File: src/rtl/exc_entry_pkg.sv
package exc_entry_pkg;
    localparam int SR_BLOCK = 28;
    localparam int SR_BANK  = 29;
    localparam int SR_PRIV  = 30;
    localparam int SR_FPUOFF = 15;
    localparam int SR_MASK_LO = 4;
    localparam int SR_MASK_W  = 4;

    localparam int CODE_RESET   = 'h000;
    localparam int CODE_MRESET  = 'h020;
    localparam int CODE_MULTI   = 'h140;
    localparam int CODE_MISS_RD = 'h040;
    localparam int CODE_MISS_WR = 'h060;
    localparam int CODE_TRAP    = 'h160;
    localparam int CODE_KEEP    = 'h1E0;

    localparam logic [31:0] RESET_VECTOR = 32'hA000_0000;
    localparam int OFS_GENERAL = 'h100;
    localparam int OFS_MISS    = 'h400;
    localparam int OFS_IRQ     = 'h600;

    typedef enum logic [0:0] {ST_IDLE, ST_ENTRY} seq_state_t;
endpackage

File: src/rtl/exc_decide.sv
module exc_decide
    import exc_entry_pkg::*;
#(
    parameter int CODE_W = 12
) (
    input  logic              eval,
    input  logic [CODE_W-1:0] exc_code,
    input  logic              irq_req,
    input  logic              blocked,
    input  logic              halt_wait,
    input  logic              vec_valid,
    output logic              take,
    output logic              take_exc,
    output logic [CODE_W-1:0] code_eff
);
    localparam logic [CODE_W-1:0] NONE = {CODE_W{1'b1}};

    logic exc_pend;
    logic irq_ok;

    always_comb begin
        exc_pend = eval && (exc_code != NONE);
        irq_ok   = eval && !exc_pend && irq_req && vec_valid
                   && (!blocked || halt_wait);
        if (blocked && exc_code != CODE_W'(CODE_KEEP))
            code_eff = CODE_W'(CODE_RESET);
        else
            code_eff = exc_code;
        take_exc = exc_pend;
        take     = exc_pend || irq_ok;
    end
endmodule

File: src/rtl/exc_target.sv
module exc_target
    import exc_entry_pkg::*;
#(
    parameter int XLEN   = 32,
    parameter int CODE_W = 12
) (
    input  logic              take_exc,
    input  logic [CODE_W-1:0] code_eff,
    input  logic [XLEN-1:0]   sr,
    input  logic [XLEN-1:0]   pc,
    input  logic [XLEN-1:0]   vbr,
    input  logic              dslot,
    output logic [XLEN-1:0]   sr_new,
    output logic [XLEN-1:0]   spc_new,
    output logic [XLEN-1:0]   pc_new
);
    logic is_rst, is_miss, is_trap;
    logic [XLEN-1:0] rewind, bump;

    always_comb begin
        is_rst  = take_exc && (code_eff == CODE_W'(CODE_RESET)
                  || code_eff == CODE_W'(CODE_MRESET)
                  || code_eff == CODE_W'(CODE_MULTI));
        is_miss = take_exc && (code_eff == CODE_W'(CODE_MISS_RD)
                  || code_eff == CODE_W'(CODE_MISS_WR));
        is_trap = take_exc && (code_eff == CODE_W'(CODE_TRAP));

        sr_new = sr;
        sr_new[SR_BLOCK] = 1'b1;
        sr_new[SR_BANK]  = 1'b1;
        sr_new[SR_PRIV]  = 1'b1;
        if (is_rst) begin
            sr_new[SR_FPUOFF] = 1'b0;
            sr_new[SR_MASK_LO +: SR_MASK_W] = '1;
        end

        rewind  = dslot   ? XLEN'(2) : '0;
        bump    = is_trap ? XLEN'(2) : '0;
        spc_new = pc - rewind + bump;

        if (!take_exc)
            pc_new = vbr + XLEN'(OFS_IRQ);
        else if (is_rst)
            pc_new = XLEN'(RESET_VECTOR);
        else if (is_miss)
            pc_new = vbr + XLEN'(OFS_MISS);
        else
            pc_new = vbr + XLEN'(OFS_GENERAL);
    end
endmodule

File: src/rtl/exc_entry_seq.sv
module exc_entry_seq
    import exc_entry_pkg::*;
#(
    parameter int XLEN   = 32,
    parameter int CODE_W = 12
) (
    input  logic              clk,
    input  logic              rst_n,
    input  logic              eval,
    input  logic [CODE_W-1:0] exc_code,
    input  logic              irq_req,
    input  logic [XLEN-1:0]   sr_in,
    input  logic [XLEN-1:0]   pc_in,
    input  logic [XLEN-1:0]   r15_in,
    input  logic [XLEN-1:0]   vbr_in,
    input  logic              dslot,
    input  logic              halt_wait,
    input  logic              vec_valid,
    input  logic [CODE_W-1:0] irq_vec,
    output logic [3:0]        irq_mask_lvl,
    output logic [XLEN-1:0]   sr_out,
    output logic [XLEN-1:0]   ssr,
    output logic [XLEN-1:0]   spc,
    output logic [XLEN-1:0]   sgr,
    output logic [CODE_W-1:0] expevt,
    output logic [CODE_W-1:0] intevt,
    output logic [XLEN-1:0]   pc_out,
    output logic              taken,
    output logic              dslot_clr,
    output logic              halt_clr
);
    seq_state_t state_q, state_d;

    logic              take, take_exc;
    logic [CODE_W-1:0] code_eff;
    logic [XLEN-1:0]   sr_new, spc_new, pc_new;

    assign irq_mask_lvl = sr_in[SR_MASK_LO +: SR_MASK_W];

    exc_decide #(.CODE_W(CODE_W)) decide_i (
        .eval      (eval),
        .exc_code  (exc_code),
        .irq_req   (irq_req),
        .blocked   (sr_in[SR_BLOCK]),
        .halt_wait (halt_wait),
        .vec_valid (vec_valid),
        .take      (take),
        .take_exc  (take_exc),
        .code_eff  (code_eff)
    );

    exc_target #(.XLEN(XLEN), .CODE_W(CODE_W)) target_i (
        .take_exc (take_exc),
        .code_eff (code_eff),
        .sr       (sr_in),
        .pc       (pc_in),
        .vbr      (vbr_in),
        .dslot    (dslot),
        .sr_new   (sr_new),
        .spc_new  (spc_new),
        .pc_new   (pc_new)
    );

    always_comb begin
        unique case (state_q)
            ST_IDLE:  state_d = take ? ST_ENTRY : ST_IDLE;
            ST_ENTRY: state_d = take ? ST_ENTRY : ST_IDLE;
            default:  state_d = ST_IDLE;
        endcase
    end

    always_ff @(posedge clk) begin
        if (!rst_n) state_q <= ST_IDLE;
        else        state_q <= state_d;
    end

    assign taken = (state_q == ST_ENTRY);

    always_ff @(posedge clk) begin
        if (!rst_n) begin
            sr_out    <= '0;
            ssr       <= '0;
            spc       <= '0;
            sgr       <= '0;
            expevt    <= '0;
            intevt    <= '0;
            pc_out    <= '0;
            dslot_clr <= 1'b0;
            halt_clr  <= 1'b0;
        end else begin
            dslot_clr <= take && dslot;
            halt_clr  <= take && sr_in[SR_BLOCK];
            if (take) begin
                ssr    <= sr_in;
                sgr    <= r15_in;
                sr_out <= sr_new;
                spc    <= spc_new;
                pc_out <= pc_new;
                if (take_exc) expevt <= code_eff;
                else          intevt <= irq_vec;
            end
        end
    end
endmodule

File: config.mk
export PLATFORM = sky130hd
export DESIGN_NAME = exc_entry_seq
export DESIGN_NICKNAME = d
export VERILOG_FILES = /design/src/rtl/exc_entry_pkg.sv /design/src/rtl/exc_decide.sv /design/src/rtl/exc_target.sv /design/src/rtl/exc_entry_seq.sv
export SDC_FILE = /design/constraint.sdc
export NUM_CORES = 1
export LEC_CHECK = 0
export CAP_MARGIN = 20
export CELL_PAD_IN_SITES_DETAIL_PLACEMENT = 1
export CELL_PAD_IN_SITES_GLOBAL_PLACEMENT = 2
export CORE_MARGIN = 2
export CORE_UTILIZATION = 40
export CTS_BUF_LIST = sky130_fd_sc_hd__clkbuf_2 sky130_fd_sc_hd__clkbuf_4 sky130_fd_sc_hd__clkbuf_8
export CTS_CLUSTER_SIZE = 16
export DETAILED_ROUTE_END_ITERATION = 12
export DONT_BUFFER_PORTS = 1
export GPL_ROUTABILITY_DRIVEN = 0
export GPL_TIMING_DRIVEN = 1
export HOLD_SLACK_MARGIN = 0.03
export PLACE_DENSITY_LB_ADDON = 0.1
export RECOVER_POWER = 25
export SYNTH_ARGS = -nofsm -noshare
export SYNTH_HDL_FRONTEND = slang
export SYNTH_HIERARCHICAL = 1
export SYNTH_SLANG_ARGS = --single-unit
File: constraint.sdc
create_clock -name clk -period 11.4 [get_ports clk]
set_clock_uncertainty 0.1 [all_clocks]
set_input_delay 2.85 -clock clk [delete_from_list [all_inputs] [get_ports clk]]
set_output_delay 2.85 -clock clk [all_outputs]
set_load 0.01 [all_outputs]
; ---- Yosys cells after proc, flatten, opt, wreduce, memory -nomap -nowiden
; Cells that the tools add are included.
; W data, S select, Z words.
[totals]
ff_bits = 187
in_bits = 159
output_inout_bits = 191
elab_cells = 53
[op_classes]
add_sub_neg = 5
eq_ne = 7
n_mux = 9
n_bitwise = 1
n_reduce_logical = 21
[op_table]
columns = cell, n
row1 = $mux W32, 3
row2 = $add A32 B11 Y32 const B, 2
row3 = $add A32 B32 Y32, 1
row4 = $add A32 B9 Y32 const B, 1
row5 = $sub A32 B32 Y32, 1
row6 = $eq A12 B7 Y1 const B, 2
row7 = $eq A12 B9 Y1 const B, 2
row8 = $eq A12 B6 Y1 const B, 1
row9 = $logic_not A12 Y1, 1
row10 = $mux W12, 1
row11 = $ne A12 B12 Y1 const B, 1
row12 = $ne A12 B9 Y1 const B, 1
row13 = $logic_and A1 B1 Y1, 11
row14 = $logic_or A1 B1 Y1, 5
row15 = $mux W2, 2
row16 = $mux W4, 1
row17 = $reduce_and A2 Y1, 2
row18 = $logic_not A1 Y1, 2
row19 = $mux W1, 2
row20 = $not A1 Y1, 1

; ---- Longest topological paths before layout
; Gate-level depths: netlist of run 1.
[depth]
depth_word = 9
depth_mapped = 18
ltp_nobuf = 18

; ---- Cells and area by module
; Netlist of run 1, hierarchy kept.
[modules_own_cells]
columns = mod, n_inst, cells_per_inst, area_each_um2
row1 = exc_entry_seq, 1, 634, 7259.5
row2 = exc_target, 1, 497, 3308.2
row3 = exc_decide, 1, 23, 155.1

; ---- Least setup slack after synthesis of run 1
; OpenSTA, ideal clock, no wires.
[synth_timing]
path_type = input port to flip-flop
start = input port exc_code[0]
end = register spc[29]
t_arrival_ps = 6610
required_ps = 11184
slack_ps = 4574
stages = 16
n_path_buf = 0
path_cell_list = or4_4 -> o31ai_2 -> and2_1 -> nand4_1 -> fa_1 -> inv_1 -> fa_1 -> a21oi_1 -> nor2b_1 -> a311oi_2 -> o21ai_4 -> a31oi_4 -> nor3_2 -> a311o_1 -> mux2i_1 -> nor2b_1
[synth_via]
word_cells_on_any_way = 15
cone_classes = 1 x add/sub / 3 x eq/ne / 2 x mux / 9 x reduce/logical
[synth_rtl]
columns = element, line
row1 = start: declaration, exc_entry_seq.sv:10  ; input logic [CODE_W-1:0] exc_code,
row2 = $ne A12 B9 Y1, exc_decide.sv:25  ; if (blocked && exc_code != CODE_W'(CODE_KEEP))
row3 = $logic_and A1 B1 Y1, exc_decide.sv:25
row4 = $mux W12, exc_decide.sv:25
row5 = via code_eff[8], exc_entry_seq.sv:35  ; logic [CODE_W-1:0] code_eff;
row6 = $eq A12 B9 Y1, exc_target.sv:26  ; is_trap = take_exc && (code_eff == CODE_W'(CODE_TRAP));
row7 = $logic_and A1 B1 Y1, exc_target.sv:26
row8 = $mux W2, exc_target.sv:38  ; bump = is_trap ? XLEN'(2) : '0;
row9 = $add A32 B32 Y32, exc_target.sv:39  ; spc_new = pc - rewind + bump;
row10 = via spc_new[29], exc_entry_seq.sv:36  ; logic [XLEN-1:0] sr_new, spc_new, pc_new;
row11 = end signal: assignment, exc_entry_seq.sv:97  ; spc <= spc_new;
row12 = end: declaration, exc_entry_seq.sv:23  ; output logic [XLEN-1:0] spc,
; The timed path passes the listed nets, and every way through them passes these cells.
; A chain may end at the register's enable or synchronous reset.

; ---- Worst setup path after layout of run 1
; Ends and elaborated chain as after synthesis.

==> results of run 1 <==
power groups by stage:
stage | registers (mW) | clock network, mW | logic [mW]
5_1_grt | 0.760 | 0.544 | 0.279
3_3_place_gp | 0.771 | 0 | 0.244
3_5_place_dp | 0.771 | 0 | 0.250
2_1_floorplan | 0.754 | 0 | 0.235
4_1_cts | 0.757 | 0.517 | 0.251
6_report | 0.755 | 0.495 | 0.247
registers in the layout, summed over array words and instances (netlist names):
signal and cells:
intevt 12, sgr 32, spc 32, expevt 12, halt_clr 1, pc_out 32
sr_out 32, dslot_clr 1, taken 1, ssr 32
stage by stage:
stage	setup WS (ns)	util (%)	area [um2]	hold slack, ns	cells
finish	4.55	41.4	10900	0.418	1430
floorplan	4.57	-	10700	0.379	1156
global placement	4.08	39.7	10400	0.391	1396
detailed placement	4.00	39.7	10400	0.398	1396
global route	4.20	41.4	10900	0.450	1429
CTS	4.52	41.5	10900	0.421	1428
worst max path at each step:
| stage | startpoint | endpoint | slack (ns) | depth (start not counted) |
|---|---|---|---|---|
| finish | exc_code[0] | spc[29]$_SDFFE_PN0P_ | 4.55 | 16 |
| global route | exc_code[7] | spc[29]$_SDFFE_PN0P_ | 4.20 | 18 |
| CTS | exc_code[7] | spc[29]$_SDFFE_PN0P_ | 4.52 | 18 |
| detailed placement | exc_code[7] | spc[29]$_SDFFE_PN0P_ | 4.00 | 18 |
| global placement | exc_code[7] | spc[29]$_SDFFE_PN0P_ | 4.08 | 18 |
| floorplan | exc_code[0] | spc[29]$_SDFFE_PN0P_ | 4.57 | 16 |
worst register-to-register path, cell delays in order (launching register included):
cell	delay, ns
dfxtp_1	0.49
mux2i_1	0.12
nor2b_1	0.12
routing by layer:
layer  global-route usage [%]  routed length (um)
met2                     34.5               13800
met4                     5.37                 495
met3                     7.04                2260
met1                     24.5               12600
met5                        0                  26
logic make-up after synthesis:
logic type | after synthesis | share of synthesized area, %
AO/OA/AOI/OAI | 164 | 10.6
XOR/XNOR | 40 | 3.27
adder cells (fa/ha/maj) | 36 | 4.34
buffers and inverters | 143 | 8.90
flip-flops | 187 | 34.9
multiplexers | 176 | 16.4
other | 1 | 0.0350
AND/OR/NAND/NOR | 407 | 21.5
layout by cell type (no fill, tap or decap), drive strengths merged, types with 4 or more instances in the layout:
master,Yosys,final
dfxtp,187,187
nor2b,185,185
mux2i,175,175
nand2,67,67
inv,44,53
o21ai,48,48
nor2,39,39
ha,34,34
a21oi,31,31
nand3,25,25
xnor2,24,24
nand4,22,22
clkbuf,33,17
xor2,16,16
a31oi,13,13
nor3,13,13
and3,12,12
a21o,11,11
o22ai,10,10
and2,9,9
or2,7,7
o21a,6,6
and4,6,6
clkinv,0,5
a211oi,5,5
buf,66,4
nand2b,4,4
nor4,4,4
o31ai,4,4
cell type report:
cell class	instances	area, um2
diodes	2	5.00
clock buffers	17	234
clock inverters	15	218
repair buffers	4	30.0
inverters	44	165
flip-flops and latches	187	3740
multi-input cells	826	6040
well taps	335	419
fillers	3009	15300
==> results.md, run 1 <==
- Status: finished with violations
- Failing checks: capacitance limit, slew limit
- Port bufs: 0
- Vias in the first global route: 7963
- Final critical-path required period: slightly below 7 ns
- # DRC: 0
- Pre-antenna DRT Iters: 5
- Post-DP HPWL: 21.6 mm
- Slew margin rel.: -37.9%
- Avg Inst Size Synth: around 9.3 um2
- Initial Util: just over 40%
- Part of the power in combinational logic: roughly 17%
- Synth Warn #: 6
- Total clock sinks: between 150 and 200
- Sequential share of the synthesized area: 34.9%
- Synth Flop Type: dfxtp_1
- Largest delay share family, worst path: compound AO/OA/AOI/OAI gates
- Clock share of power: 33.1%
- Routed WL: about 29 mm
- Endpoints failing hold: 0
- Insertion delay of the later-clocked pin in the worst-skew pair: ~0.47 ns
- Mapped Cells: between 1000 and 1500
- R2R Path End: pc_out[8]$_SDFFE_PN0P_
- Die ar.: between 0.02 and 0.03 mm2
- CP Launch Type: input port
- # Max-Cap Violations: 1
- Tightest Pin Transition: approximately 2.0 ns
- Vias per std cell: 5.42
- Pwr per Cell Area: about 140 mW/mm2
- Peak supply drop: ~77 uV
- WS Path Type: in -> reg
- Reg power frac: 50.4%
- Layout overhead on the synthesized area: 1.25%
- RSZ-0062 raised after global routing: no
- Critical path's slowest cell: fa_1
- Yosys reg bits: approximately 190
- Hold endpoint: intevt[9]$_SDFFE_PN0P_
- Clock buffer depth: 2
- Post-synthesis cell area: ~0.011 mm2
- CTS root buf: clkbuf_8
- Number of cell rows: between 50 and 60
- Critical path's largest stage delay: 0.58 ns
- Cell count of the worst reg-to-reg path: 2
- Antenna-violating nets left: 0
- Total net switching power: roughly 500 uW
- Total power: 1.50 mW
- Most frequent cell after synthesis: dfxtp_1
- Fmax: around 150 MHz
- Top cells by area, synth: dfxtp_1 (35%), mux2i_1 (16%), nor2b_1 (11%)
- CTS Hold Bufs: 0
- Int Power: roughly 990 uW
- Final net count: 1275
- Wire length per cell: 20.4 um
- Drt first-iter violations: approximately 360
- CP Buf/Inv Count: 1
- WP data required: roughly 12 ns
- Die Wd: between 150 and 200 um
- Final slew viol count: 14
- Async S/R FF share, synth: 0%
- Post-Route Setup TNS: 0 ns
- Area leader, netlist: dfxtp_1
- Min-delay worst type: reg -> reg
- Commonest cells post-synth: dfxtp_1 (187), nor2b_1 (185), mux2i_1 (175)
- Initial antenna violation count: 4
- Post_cts resized: 0
- Largest net degree at the start of global routing: between 200 and 250
- CTS tree: yes
- Post-CTS setup buffer count: 0
- Final period util: 60.1%
- Post-synth EDFFs: 0
- I/O pin total: 350
- Reg clk slew, reported paths: around 0.14 ns
- Layout cells sized above 1: roughly 5.8%
- Core ar.: between 0.02 and 0.03 mm2
- Switching Share: about a third
- WHS Path Cells: 2
- Crit. End Element: register
- H-tree Lvls: 4
- Synth top area share: roughly a third
- Cts bufs inserted: 17
- GRT Total Usage: 20.3%
- Die Y: about 170 um
- Worst EP arrival: roughly 7.1 ns
- Reg2reg start: pc_out[8]$_SDFFE_PN0P_
- Crit-path max FO: 8
- Reg-to-reg slack, setup: ~11 ns
- # setup viols final: 0
- Synth cell types: 79
- Via Count: between 7000 and 8000
- First-pass GRT wire length: roughly 46 mm
- Worst-path cell chain: or4_4, o31ai_2, and2_1, nand4_1, fa_1, inv_1, fa_1, a21oi_1, nor2b_1, a311oi_2, o21ai_4, a31oi_4, nor3_2, a311o_1, mux2i_1, nor2b_1
- Leak Pwr: between 4 and 5 nW
- Grt ovf: 0
- Critical hold path startpoint: intevt[9]$_SDFFE_PN0P_
(Power assumes the default switching activity.)
==> run 2, diff against run 1 <==
--- a/config.mk
+++ b/config.mk
@@ -9,7 +9,7 @@
 export CELL_PAD_IN_SITES_DETAIL_PLACEMENT = 1
 export CELL_PAD_IN_SITES_GLOBAL_PLACEMENT = 2
 export CORE_MARGIN = 2
-export CORE_UTILIZATION = 40
+export CORE_UTILIZATION = 35
 export CTS_BUF_LIST = sky130_fd_sc_hd__clkbuf_2 sky130_fd_sc_hd__clkbuf_4 sky130_fd_sc_hd__clkbuf_8
 export CTS_CLUSTER_SIZE = 16
 export DETAILED_ROUTE_END_ITERATION = 12
==> constraint.sdc (replaced) <==
create_clock -name clk -period 5.88 [get_ports clk]
set_clock_uncertainty 0.1 [all_clocks]
set_input_delay 1.47 -clock clk [delete_from_list [all_inputs] [get_ports clk]]
set_output_delay 1.47 -clock clk [all_outputs]
set_load 0.01 [all_outputs]
==> run 2 against run 1 <==
  * Non-clock buffer count grew 12
  * Wire length grew 2.4%
  * First-iteration DRC count shrank 16%
  * Highest routed layer is now met4
  * The flow still finishes with violations (capacitance limit, slew limit)
  * Sequential power grew 93%
==> results.md, run 2 (synthesized netlist as in run 1, its figures left out) <==
- Final setup margin: between 0.6 and 0.7 ns
- Crit-path max FO: 7
- Total net switching power: roughly 910 uW
- Cell count of the worst reg-to-reg path: 2
- Post-CTS setup buffer count: 0
- Most common library cell in the layout ignoring fill and taps: dfxtp_1
- First-pass GRT wire length: between 40 and 50 mm
- Die ar.: roughly 0.032 mm2
- Part of the power in combinational logic: 17.5%
- Crit path launch: exc_code[0]
- Post_cts resized: 0
- Initial Util: between 30% and 40%
- Core ar.: slightly above 0.03 mm2
- Switching Share: 32.2%
- Final net count: about 1300
- CTS tree: yes
- Antenna-violating nets left: 0
- Final slew viol count: 77
- Critical Path Sink: spc[27]$_SDFFE_PN0P_
- CP Launch Type: input port
- Grt ovf: 0
- # Max-Cap Violations: 2
- Finished Core Util: 36.0%
- Critical path's slowest cell: or4_4
- Layout overhead on the synthesized area: 1.95%
- H-tree Lvls: 4
- Placed Cells: about 1500
- Commonest non-fill, non-tap cells in the layout: dfxtp_1 (187), nor2b_1 (184), mux2i_1 (175)
- Area post-placement: approximately 0.011 mm2
- GRT Total Usage: a little under a fifth
- Layout cells sized above 1: ~6.5%
- Total clock sinks: between 150 and 200
- Clock buffer depth: 2
- Critical path's largest stage delay: slightly above 0.5 ns
- Final critical-path required period: between 5 and 6 ns
- Clock share of power: a little under a third
- Tightest Pin Transition: 2.76 ns
- Endpoints failing hold: 0
- Initial antenna violation count: 1
- Min-delay worst type: reg -> reg
- Post-Route Setup TNS: 0 ns
- Die Y: 179 um
- Pre-antenna DRT Iters: 4
- Post-route insts no fill: about 1500
- Worst EP arrival: roughly 5.6 ns
- Final hold slack: 0.413 ns
- WP data required: approximately 6.2 ns
- CTS root buf: clkbuf_8
- CTS Hold Bufs: 0
- Insertion delay of the later-clocked pin in the worst-skew pair: approximately 0.49 ns
- Port bufs: 0
- I/O pin total: 350
- # setup viols final: 0
- Vias per std cell: approximately 5.1
- Reg clk slew, reported paths: ~0.10 ns
- Peak supply drop: approximately 130 uV
- Total power: roughly 2.8 mW
- Crit. End Element: register
- Fmax: about 190 MHz
- Routed WL: about 30 mm
- Vias in the first global route: ~7700
- RSZ-0062 raised after global routing: no
- R2R Path End: sr_out[23]$_SDFFE_PN0P_
- Wire length per cell: slightly below 20 um
- Post-route cell area: approximately 0.011 mm2
- Failing checks: capacitance limit, slew limit
- Slew margin rel.: -84.1%
- Int Power: between 1.5 and 2 mW
- Status: finished with violations
- # diodes: 0
- Drt first-iter violations: around 300
- Post-DP HPWL: 22.1 mm
- Final period util: between 80% and 90%
- Reg-to-reg slack, setup: approximately 5 ns
- Largest net degree at the start of global routing: 212
- Reg2reg start: sr_out[23]$_SDFFE_PN0P_
- Leak Pwr: between 4 and 5 nW
- WS Path Type: in -> reg
- Dpl ws: approximately 0.12 ns
- Pwr per Cell Area: 258 mW/mm2
- Number of cell rows: 64
- # DRC: 0
- Reg power frac: between 50% and 60%
- Cts bufs inserted: 17
- Worst-path cell chain: or4_4, o31ai_2, and2_1, nor4_4, and4_1, nand4_1, fa_1, inv_1, fa_1, a21oi_1, nor2b_1, a311oi_2, o21ai_4, a31oi_4, buf_4, or4_1, nand3_1, mux2i_1, nor2b_1
- Die Wd: ~180 um
- Via Count: 7718
run 2: cell count changes in the layout (fill, tap and decap cells not counted), sizes merged:
cell,previous run,this run
buf,4,13
diode,2,0
inv,53,51
clkinv,5,6
clkbuf,17,21
run 2: area by class of cell:
| cell class | count | area (um2) |
|---|---|---|
| clock buffers | 18 | 248 |
| clock inverters | 14 | 129 |
| fillers | 3529 | 19400 |
| inverters | 44 | 165 |
| multi-input cells | 826 | 6040 |
| flip-flops and latches | 187 | 3740 |
| well taps | 396 | 495 |
| repair buffers | 16 | 109 |
run 2: power by group through the flow:
| stage | logic (mW) | clock network, mW | registers (mW) |
|---|---|---|---|
| after detailed placement | 0.494 | 0 | 1.50 |
| after global routing | 0.553 | 0.963 | 1.48 |
| after CTS | 0.496 | 0.904 | 1.47 |
| final | 0.491 | 0.861 | 1.46 |
| after floorplan | 0.456 | 0 | 1.46 |
| after global placement | 0.489 | 0 | 1.50 |
run 2: worst min path at each step:
stage / from / to / slack, ns / cells after the start
CTS: intevt[5]$_SDFFE_PN0P_ / intevt[5]$_SDFFE_PN0P_ / 0.42 / 2
finish: intevt[6]$_SDFFE_PN0P_ / intevt[6]$_SDFFE_PN0P_ / 0.41 / 2
global route: intevt[5]$_SDFFE_PN0P_ / intevt[5]$_SDFFE_PN0P_ / 0.43 / 2
floorplan: intevt[0]$_SDFFE_PN0P_ / intevt[0]$_SDFFE_PN0P_ / 0.38 / 2
detailed placement: intevt[5]$_SDFFE_PN0P_ / intevt[5]$_SDFFE_PN0P_ / 0.40 / 2
global placement: intevt[9]$_SDFFE_PN0P_ / intevt[9]$_SDFFE_PN0P_ / 0.39 / 2
run 2: worst max-delay path: cells and delay by family:
kind | cells | cell delay, ns
muxes | 1 | 0.07
buffers and inverters | 2 | 0.29
and+or+nand+nor | 9 | 2.09
adders and majority gates | 2 | 0.71
AOI/OAI and AO/OA | 5 | 0.94
run 2: layer usage:
| metal | vias up | GRT usage (%) | part of all wire, % |
|---|---|---|---|
| met5 | - | 0 | 0 |
| met4 | 0 | 4.78 | 1.3 |
| met3 | 22 | 7.46 | 8.8 |
| met2 | 210 | 29.9 | 48 |
| met1 | 3649 | 21.8 | 42 |
| li1 | 3837 | - | - |
